### config.mk
export PLATFORM = sky130hd
export DESIGN_NAME = acc_alu
export DESIGN_NICKNAME = d
export VERILOG_FILES = /design/src/rtl/acc_alu.sv
export SDC_FILE = /design/constraint.sdc
export NUM_CORES = 1
export LEC_CHECK = 0
export BUFFER_PORTS_ARGS = -buffer_cell sky130_fd_sc_hd__buf_2
export CAP_MARGIN = 20
export CELL_PAD_IN_SITES_DETAIL_PLACEMENT = 1
export CELL_PAD_IN_SITES_GLOBAL_PLACEMENT = 2
export CORE_UTILIZATION = 38
export CTS_BUF_LIST = sky130_fd_sc_hd__clkbuf_8
export CTS_CLUSTER_SIZE = 12
export DETAILED_ROUTE_END_ITERATION = 8
export PLACE_DENSITY_LB_ADDON = 0.1
export SYNTH_ARGS = -nofsm -noshare
export SYNTH_HDL_FRONTEND = slang
export SYNTH_SLANG_ARGS = --single-unit
export TNS_END_PERCENT = 1
### constraint.sdc
create_clock -name clk -period 9.5 [get_ports clk]
set_clock_uncertainty 0.2 [all_clocks]
set_input_delay 0.475 -clock clk [delete_from_list [all_inputs] [get_ports clk]]
set_output_delay 0.475 -clock clk [all_outputs]
set_load 0.01 [all_outputs]
### src/rtl/acc_alu.sv
module acc_alu #(
  parameter int HALF_W  = 16,
  parameter int SHORT_W = 8
) (
  input  logic                clk,
  input  logic                rst_n,
  input  logic                op_valid,
  input  logic [3:0]          op_code,
  input  logic [HALF_W-1:0]   operand,
  input  logic                short_imm,
  input  logic [3:0]          cond_sel,
  input  logic                cond_pol,
  input  logic [2:0]          mod_sel,
  output logic [2*HALF_W-1:0] acc,
  output logic [HALF_W-1:0]   status,
  output logic                cond_true
);
  localparam int FULL_W = 2 * HALF_W;
  localparam int LOW_W  = HALF_W - 4;

  localparam logic [3:0] OP_LOAD = 4'd1;
  localparam logic [3:0] OP_SUB  = 4'd2;
  localparam logic [3:0] OP_CMP  = 4'd3;
  localparam logic [3:0] OP_ADD  = 4'd4;
  localparam logic [3:0] OP_AND  = 4'd5;
  localparam logic [3:0] OP_OR   = 4'd6;
  localparam logic [3:0] OP_XOR  = 4'd7;
  localparam logic [3:0] OP_MOD  = 4'd8;

  logic [FULL_W-1:0] acc_q, acc_d, mod_res;
  logic              l_q, z_q, v_q, n_q;
  logic              l_d, z_d, v_d, n_d;
  logic              zn_full, mod_hit;

  logic [HALF_W-1:0] opnd, hi;
  logic [HALF_W:0]   sum, dif;
  logic [FULL_W-1:0] wide;
  logic              add_ovf, sub_ovf;

  assign opnd = short_imm ? {{(HALF_W-SHORT_W){1'b0}}, operand[SHORT_W-1:0]} : operand;
  assign hi   = acc_q[FULL_W-1:HALF_W];
  assign wide = {opnd, {HALF_W{1'b0}}};
  assign sum  = {1'b0, hi} + {1'b0, opnd};
  assign dif  = {1'b0, hi} - {1'b0, opnd};
  assign add_ovf = (hi[HALF_W-1] == opnd[HALF_W-1]) && (sum[HALF_W-1] != hi[HALF_W-1]);
  assign sub_ovf = (hi[HALF_W-1] != opnd[HALF_W-1]) && (dif[HALF_W-1] != hi[HALF_W-1]);

  always_comb begin
    case (cond_sel)
      4'd0:    cond_true = 1'b1;
      4'd5:    cond_true = (z_q == cond_pol);
      4'd7:    cond_true = (n_q == cond_pol);
      default: cond_true = 1'b0;
    endcase
  end

  always_comb begin
    mod_hit = 1'b1;
    case (mod_sel)
      3'd2:    mod_res = acc_q >> 1;
      3'd3:    mod_res = acc_q << 1;
      3'd6:    mod_res = -acc_q;
      3'd7:    mod_res = acc_q[FULL_W-1] ? -acc_q : acc_q;
      default: begin mod_res = acc_q; mod_hit = 1'b0; end
    endcase
  end

  always_comb begin
    acc_d = acc_q;
    l_d = l_q; z_d = z_q; v_d = v_q; n_d = n_q;
    zn_full = 1'b0;
    if (op_valid) begin
      case (op_code)
        OP_LOAD: begin acc_d[FULL_W-1:HALF_W] = opnd; zn_full = 1'b1; end
        OP_SUB, OP_CMP: begin
          if (op_code == OP_SUB) acc_d[FULL_W-1:HALF_W] = dif[HALF_W-1:0];
          l_d = dif[HALF_W];
          v_d = sub_ovf;
          z_d = (dif[HALF_W-1:0] == '0);
          n_d = dif[HALF_W-1];
        end
        OP_ADD: begin
          acc_d[FULL_W-1:HALF_W] = sum[HALF_W-1:0];
          l_d = sum[HALF_W];
          v_d = add_ovf;
          z_d = (sum[HALF_W-1:0] == '0);
          n_d = sum[HALF_W-1];
        end
        OP_AND: begin acc_d = acc_q & wide; zn_full = 1'b1; end
        OP_OR:  begin acc_d = acc_q | wide; zn_full = 1'b1; end
        OP_XOR: begin acc_d = acc_q ^ wide; zn_full = 1'b1; end
        OP_MOD: begin
          if (cond_true && mod_hit) begin
            acc_d = mod_res;
            zn_full = 1'b1;
          end
        end
        default: ;
      endcase
    end
    if (zn_full) begin
      z_d = (acc_d == '0);
      n_d = acc_d[FULL_W-1];
    end
  end

  always_ff @(posedge clk) begin
    if (!rst_n) begin
      acc_q <= '0;
      l_q <= 1'b0; z_q <= 1'b0; v_q <= 1'b0; n_q <= 1'b0;
    end else begin
      acc_q <= acc_d;
      l_q <= l_d; z_q <= z_d; v_q <= v_d; n_q <= n_d;
    end
  end

  assign acc    = acc_q;
  assign status = {n_q, v_q, z_q, l_q, {LOW_W{1'b0}}};

  assert_cmp_keeps_acc_R3: assert property (@(posedge clk) disable iff (!rst_n)
    op_valid && op_code == OP_CMP |=> $stable(acc));

  assert_arith_low_kept_R2: assert property (@(posedge clk) disable iff (!rst_n)
    op_valid && (op_code == OP_ADD || op_code == OP_SUB)
    |=> acc[HALF_W-1:0] == $past(acc[HALF_W-1:0]));

  assert_logic_zn_full_R6: assert property (@(posedge clk) disable iff (!rst_n)
    op_valid && (op_code == OP_AND || op_code == OP_OR || op_code == OP_XOR)
    |=> (status[HALF_W-3] == (acc == '0)) && (status[HALF_W-1] == acc[FULL_W-1]));

  assert_and_clears_low_R6: assert property (@(posedge clk) disable iff (!rst_n)
    op_valid && op_code == OP_AND |=> acc[HALF_W-1:0] == '0);

  assert_load_keeps_lv_R5: assert property (@(posedge clk) disable iff (!rst_n)
    op_valid && op_code == OP_LOAD |=> $stable(status[HALF_W-2]) && $stable(status[HALF_W-4]));

  assert_mod_blocked_R10: assert property (@(posedge clk) disable iff (!rst_n)
    op_valid && op_code == OP_MOD &&
    (!cond_true || !(mod_sel == 3'd2 || mod_sel == 3'd3 || mod_sel == 3'd6 || mod_sel == 3'd7))
    |=> $stable(acc) && $stable(status));

  assert_idle_hold_R11: assert property (@(posedge clk) disable iff (!rst_n)
    !op_valid |=> $stable(acc) && $stable(status));

  assert_cond_always_R8: assert property (@(posedge clk) disable iff (!rst_n)
    cond_sel == 4'd0 |-> cond_true);
endmodule

==> results.tsv, run 1 <==
stage	metric	value	unit
die	Chip Width	139	um
synthesis	main combinational cell family by area after synthesis	compound AO/OA/AOI/OAI gates	
clock_network	CTS max path bufs	2	
synthesis	Post-Synthesis Cells	1006	
die	core area	18100	um^2
synthesis	EDFF count, synth	0	
critical_path	Slowest-stage cell, CP	dfxtp_1	
clock_network	hold_buf cts	0	
route	routed len/inst	25.5	um
final_layout	Nets	1109	
die	die area	19300	um^2
placement	pre-CTS setup slack	5.07	ns
clock_network	Num CTS Buffers	5	
synthesis	XOR/XNOR share of the synthesized area	4.43	%
final_layout	# fillers	2352	
clock_network	Clock Latency Late Sink	0.31	ns
critical_path	Worst setup SP type	flop	
synthesis	mux contribution to synthesized area	5.91	%
die	cell row count	49	
critical_path	Buffers & Inverters on Critical Path	2	
critical_path	type of the worst setup path	flop to flop	
route	WL final	31800	um
critical_path	Critical Path Sink Type	flop	
synthesis	sequential-to-total area share from yosys stat	10.1	%
global_route	Total GRT Usage	32.7	%
hold_path	worst min path class	flop to flop	
synthesis	share of flip-flops with an asynchronous set or reset	0	%
route	vias per inst	6.54	
final_layout	Reg area	721	um^2
placement	Post-DP HPWL	23800	um
final_layout	footprint of the multi-input gates	5760	um^2
status	status	finished, violations left	
clock_network	Sink Count	36	
placement	port buffer count	68	
critical_path	Crit path largest cell delay	0.64	ns
placement	RD Place Congestion	0.910	
final_layout	Area growth syn-to-layout	5.86	%
sta	maximum clock rate	221	MHz
pwr	Leakage	0.00306	uW
sta	count of final hold-check violations	0	
synthesis	FF+latch count, synth	36	
hold_path	Hold Path Sink	v_q	
synthesis	Synth Area in Compound Gates	30.3	%
pwr	maximum vdd ir drop	0.0590	mV
clock_network	H-Tree Level Count	2	
critical_path	WP data required	9.52	ns
sta	actual slew at the worst max-slew pin	0.842	ns
global_route	overflow left after global routing	0	
global_route	met3 Track Usage GR	5.04	%
hold_path	hold path depth	2	
final_layout	commonest cells after routing, fill and taps aside	101 x nor2_1, 69 x a21oi_1, 68 x buf_2, 64 x nand2_1	
synthesis	Synth Area in Simple Gates	29.1	%
global_route	M1 GR Usage	48.3	%
global_route	largest net degree at the start of global routing	40	
status	failing checks	DRC	
sta	RSZ-0062 raised after global routing	no	
synthesis	Post-Synth Adder-Cell Area	10.4	%
global_route	met2 Use GR	48.8	%
critical_path	Crit. Startpoint	acc[20]	
global_route	antenna violations before repair	0	
critical_path	Worst R2R Path Depth	12	
synthesis	Mapped Area	7110	um^2
sta	crit share post-route	47.7	%
synthesis	syn_area_per_cell	7.07	um^2
critical_path	CP arrival	4.56	ns
critical_path	CP cell instances	inv_1, ha_1, inv_1, a221oi_1, and2_1, o221ai_1, a221oi_1, o21ai_0, or4_1, nor4_2, nand4_1, o41ai_2	
final_layout	Antenna diodes	0	
pwr	Design Power	646	uW
sta	setup violators final	0	
route	vias	8167	
pwr	power per cell area	85.9	nW/um^2
job	max capacitance violation total	0	
critical_path	family with the most delay on the worst path	compound AO/OA/AOI/OAI gates	
hold_path	min-delay src	v_q	
sta	post-layout minimum cycle time	4.53	ns
route	Initial DRC Count	832	
global_route	vias in the first global route	7868	
sta	Max Slew Vio Count	0	
die	Die Y	139	um
clock_network	Post-CTS Repair Setup Buffers	0	
die	num ports	81	
sta	Setup TNS	0	ns
final_layout	share of cells above drive strength 1	12.9	%
route	DRC Markers	7	
synthesis	YS warnings	0	
critical_path	CP max FO	11	
sta	Slew HR	43.5	%
critical_path	reg2reg start	acc[20]	
critical_path	Worst R2R End	z_q	
clock_network	Worst-path clk slew	0.09	ns
critical_path	r2r setup slk	4.97	ns
route	drt first pass iters	7	
clock_network	Post-CTS Resized	0	
synthesis	Synth Flop Type	dfxtp_1	
final_layout	most common cell after layout, fill and taps aside	nor2_1	
global_route	grt peak-use layer	met2	
die	initial core utilization	39.2	%
global_route	global-route wire length before repair	48900	um
clock_network	CTS tree	yes	
synthesis	Unique masters post-synth	92	
sta	Worst Slack Setup Final	4.97	ns
route	antenna-violating nets left	0	
clock_network	CTS Root Cell	clkbuf_8	
## metrics by stage
stage / hold WS, ns / cells / utilization, % / cell area, um^2
detailed placement: 0.251 / 1241 / 41.0 / 7430
CTS: 0.265 / 1249 / 41.5 / 7530
global route: 0.298 / 1249 / 41.5 / 7530
finish: 0.266 / 1249 / 41.5 / 7530
global placement: 0.248 / 1241 / 41.0 / 7430
floorplan: 0.237 / 1017 / - / 7150
## layer usage
metal  vias up  wire [um]
met2       338      13400
met3        50       2320
met5         -          0
met4         0        803
met1      4040      15400
li1       3739          -
## layout make-up
cell class,count,area share (%)
Timing Repair Buffer,85,6.22
Sequential cell,36,9.57
Tap cell,229,3.81
Multi-Input combinational cell,839,76.6
Inverter,52,2.59
Clock inverter,2,0.150
Clock buffer,6,1.10
## cells in the mapped netlist, types with 14 or more instances
master / number / area share (%)
nand2b_1: 20 / 1.8
a211oi_1: 21 / 2.2
a21oi_1: 69 / 4.9
inv_1: 50 / 2.6
and2_1: 20 / 1.8
mux2i_1: 33 / 4.6
buf_4: 20 / 2.1
dfxtp_1: 36 / 10
nand4_1: 15 / 1.3
o21ai_0: 56 / 3.9
ha_1: 56 / 9.9
a221oi_1: 15 / 1.8
nand3_1: 21 / 1.5
nor2b_1: 19 / 1.7
nor3_1: 40 / 2.8
a31oi_1: 21 / 1.8
nor2_1: 101 / 5.3
nor4_1: 14 / 1.2
nand2_1: 64 / 3.4
clkbuf_1: 39 / 2.1
xnor2_1: 21 / 2.6
xor2_1: 15 / 1.8
buf_2: 19 / 1.3
## state kept, by name (all words and copies together), names as in the netlist
register / flops
v_q: 1
acc: 32
n_q: 1
z_q: 1
l_q: 1
## tightest hold or removal path, delay by kind of cell (launching register included)
family,cells,cell delay (ns)
AO/OA/AOI/OAI,1,0.05
flip-flops,1,0.32
AND/OR/NAND/NOR,1,0.05
## how the worst max path moves through the flow
| stage | to | slack, ns | cells past startpoint |
|---|---|---|---|
| after CTS | z_q | 5.02 | 12 |
| after global placement | z_q | 5.03 | 12 |
| final | z_q | 4.97 | 12 |
| after floorplan | z_q | 5.83 | 13 |
| after detailed placement | z_q | 5.07 | 12 |
| after global routing | z_q | 4.71 | 12 |
## cells by family after synthesis
family | after synthesis
AOI/OAI and AO/OA | 313
xor gates and xnor gates | 36
adders and majority gates | 58
buffers and inverters | 142
DFF | 36
muxes | 41
other | 1
and+or+nand+nor | 379
## where the power goes
part	total (uW)	leakage, uW	internal, uW	switching (uW)
clock network	128	0.0000486	58.2	70.0
logic	346	0.00272	118	228
registers	172	0.000292	156	15.5
No activity file was read; power rests on OpenSTA's default activity.
==> run 2, diff against run 1 <==
--- a/config.mk
+++ b/config.mk
@@ -9,7 +9,7 @@
 export CAP_MARGIN = 20
 export CELL_PAD_IN_SITES_DETAIL_PLACEMENT = 1
 export CELL_PAD_IN_SITES_GLOBAL_PLACEMENT = 2
-export CORE_UTILIZATION = 38
+export CORE_UTILIZATION = 35
 export CTS_BUF_LIST = sky130_fd_sc_hd__clkbuf_8
 export CTS_CLUSTER_SIZE = 12
 export DETAILED_ROUTE_END_ITERATION = 8
==> constraint.sdc (replaced) <==
create_clock -name clk -period 4.4 [get_ports clk]
set_clock_uncertainty 0.2 [all_clocks]
set_input_delay 0.22 -clock clk [delete_from_list [all_inputs] [get_ports clk]]
set_output_delay 0.22 -clock clk [all_outputs]
set_load 0.01 [all_outputs]
==> results.tsv, run 2 (synthesized netlist as in run 1, its figures left out) <==
stage	metric	value	unit	change
clock_network	Sink Count	36		unchanged
clock_network	Post-CTS Resized	0		unchanged
die	cell row count	51		+4.1%
hold_path	worst min path class	input port to flop		
critical_path	Worst setup SP type	flop		
sta	Max Slew Vio Count	0		unchanged
route	drt first pass iters	5		-2
die	Die Y	145	um	+4.1%
route	DRC Markers	0		-7
status	status	complete, no violations		
clock_network	CTS max path bufs	2		unchanged
clock_network	CTS Root Cell	clkbuf_8		
sta	post-layout minimum cycle time	4.00	ns	-0.538 ns
die	Chip Width	145	um	+4.1%
sta	Slew HR	43.6	%	+0.13 points
placement	port buffer count	68		unchanged
sta	maximum clock rate	250	MHz	+13%
route	vias per inst	6.22		-4.9%
route	routed len/inst	24.9	um	-2.1%
final_layout	Antenna diodes	0		unchanged
critical_path	type of the worst setup path	flop to flop		
sta	crit share post-route	90.8	%	+43 points
final_layout	most common cell after layout, fill and taps aside	nor2_1		
placement	Inst Count DP	1319		+6.3%
global_route	global-route wire length before repair	50100	um	+2.4%
final_layout	share of cells above drive strength 1	16.5	%	+3.5 points
critical_path	r2r setup slk	0.40	ns	-4.56 ns
critical_path	Critical Path Sink Type	flop		
route	vias	8255		+1.1%
die	core area	19700	um^2	+8.7%
global_route	overflow left after global routing	0		unchanged
global_route	largest net degree at the start of global routing	33		-18%
clock_network	Num CTS Buffers	5		unchanged
route	WL final	33100	um	+4.0%
sta	Setup TNS	0	ns	unchanged
clock_network	hold_buf cts	0		unchanged
global_route	antenna violations before repair	0		unchanged
sta	setup violators final	0		unchanged
global_route	vias in the first global route	8018		+1.9%
clock_network	Clock Latency Late Sink	0.32	ns	about the same
job	max capacitance violation total	0		unchanged
die	num ports	81		unchanged
route	antenna-violating nets left	0		unchanged
pwr	power per cell area	191	nW/um^2	+120%
critical_path	CP max FO	6		-5
clock_network	Worst-path clk slew	0.09	ns	about the same
final_layout	commonest cells after routing, fill and taps aside	101 x nor2_1, 69 x a21oi_1, 68 x buf_2, 64 x nand2_1, 59 x buf_4		
die	initial core utilization	36.1	%	-3.1 points
placement	RD Place Congestion	0.951		+4.6%
global_route	Total GRT Usage	32.4	%	-0.27 points
sta	RSZ-0062 raised after global routing	no		
sta	count of final hold-check violations	0		unchanged
sta	actual slew at the worst max-slew pin	0.845	ns	+0.00327 ns
final_layout	Area growth syn-to-layout	11.4	%	
clock_network	Post-CTS Repair Setup Buffers	0		unchanged
critical_path	CP arrival	4.02	ns	-0.54 ns
clock_network	H-Tree Level Count	2		unchanged
final_layout	Cell Count, Final, Fillers Out	1327		+6.2%
placement	Post-DP HPWL	26100	um	+9.6%
clock_network	CTS tree	yes		
route	Initial DRC Count	673		-19%
final_layout	max reg flops	32		unchanged
critical_path	WP data required	4.42	ns	-5.10 ns
pwr	maximum vdd ir drop	0.120	mV	+100%
die	die area	20900	um^2	+8.5%
final_layout	Nets	1151		+3.8%
pwr	Leakage	0.00328	uW	+7.2%
final_layout	# fillers	2552		+8.5%
-- run 2: changes by cell type in the layout (fill, tap and decap cells not counted) --
cell        previous run  this run
clkinvlp_4             1         0
inv_1                 51        50
clkbuf_8               6         7
buf_4                 17        59
bufinv_16              0         1
-- run 2: path summary, 6_finish.rpt --
path                            cells past startpoint    start   to
worst max-delay path                               12  acc[16]  z_q
worst min-delay path                                3    rst_n  l_q
worst max register to register                     12  acc[16]  z_q
worst min register to register                      2      v_q  v_q
-- run 2: report_power, final --
group          switching (uW)  internal (uW)
Clock                     158            201
Sequential               11.4            338
Combinational             524            279
-- run 2: layer usage --
layer / wire [um] / track usage, %
met2: 14100 / 49.2
met3: 2220 / 6.23
met4: 718 / 6.81
met1: 16100 / 46.8
met5: 0 / 0
-- run 2: per-stage QoR --
stage	instance area (um^2)	power, uW	setup WS, ns	hold slack (ns)	util, %
after global placement	7790	1140	0.516	0.252	39.5
after floorplan	7150	880	0.731	0.142	-
final	7920	1510	0.403	0.169	40.2
after detailed placement	7790	1140	0.471	0.255	39.5
after CTS	7920	1500	0.436	0.164	40.2
after global routing	7920	1590	0.193	0.187	40.2
-- run 2: critical path, stage by stage, from the launching register on --
cell,delay (ns)
dfxtp_1,0.38
ha_1,0.25
fa_1,0.48
a211oi_1,0.45
nor2_1,0.15
mux2_2,0.27
nand3_1,0.12
a2111oi_4,0.33
o21ai_1,0.11
or4_1,0.54
nor4_2,0.16
nand4_1,0.18
o41ai_2,0.28
-- run 2: layout make-up --
cell class	instances	area, um^2	area share [%]
Inverter	52	195	2.46
Timing Repair Buffer	127	783	9.89
Clock inverter	1	30.0	0.379
Sequential cell	36	721	9.10
Multi-Input combinational cell	839	5760	72.8
Clock buffer	7	96.3	1.22
Tap cell	265	332	4.19
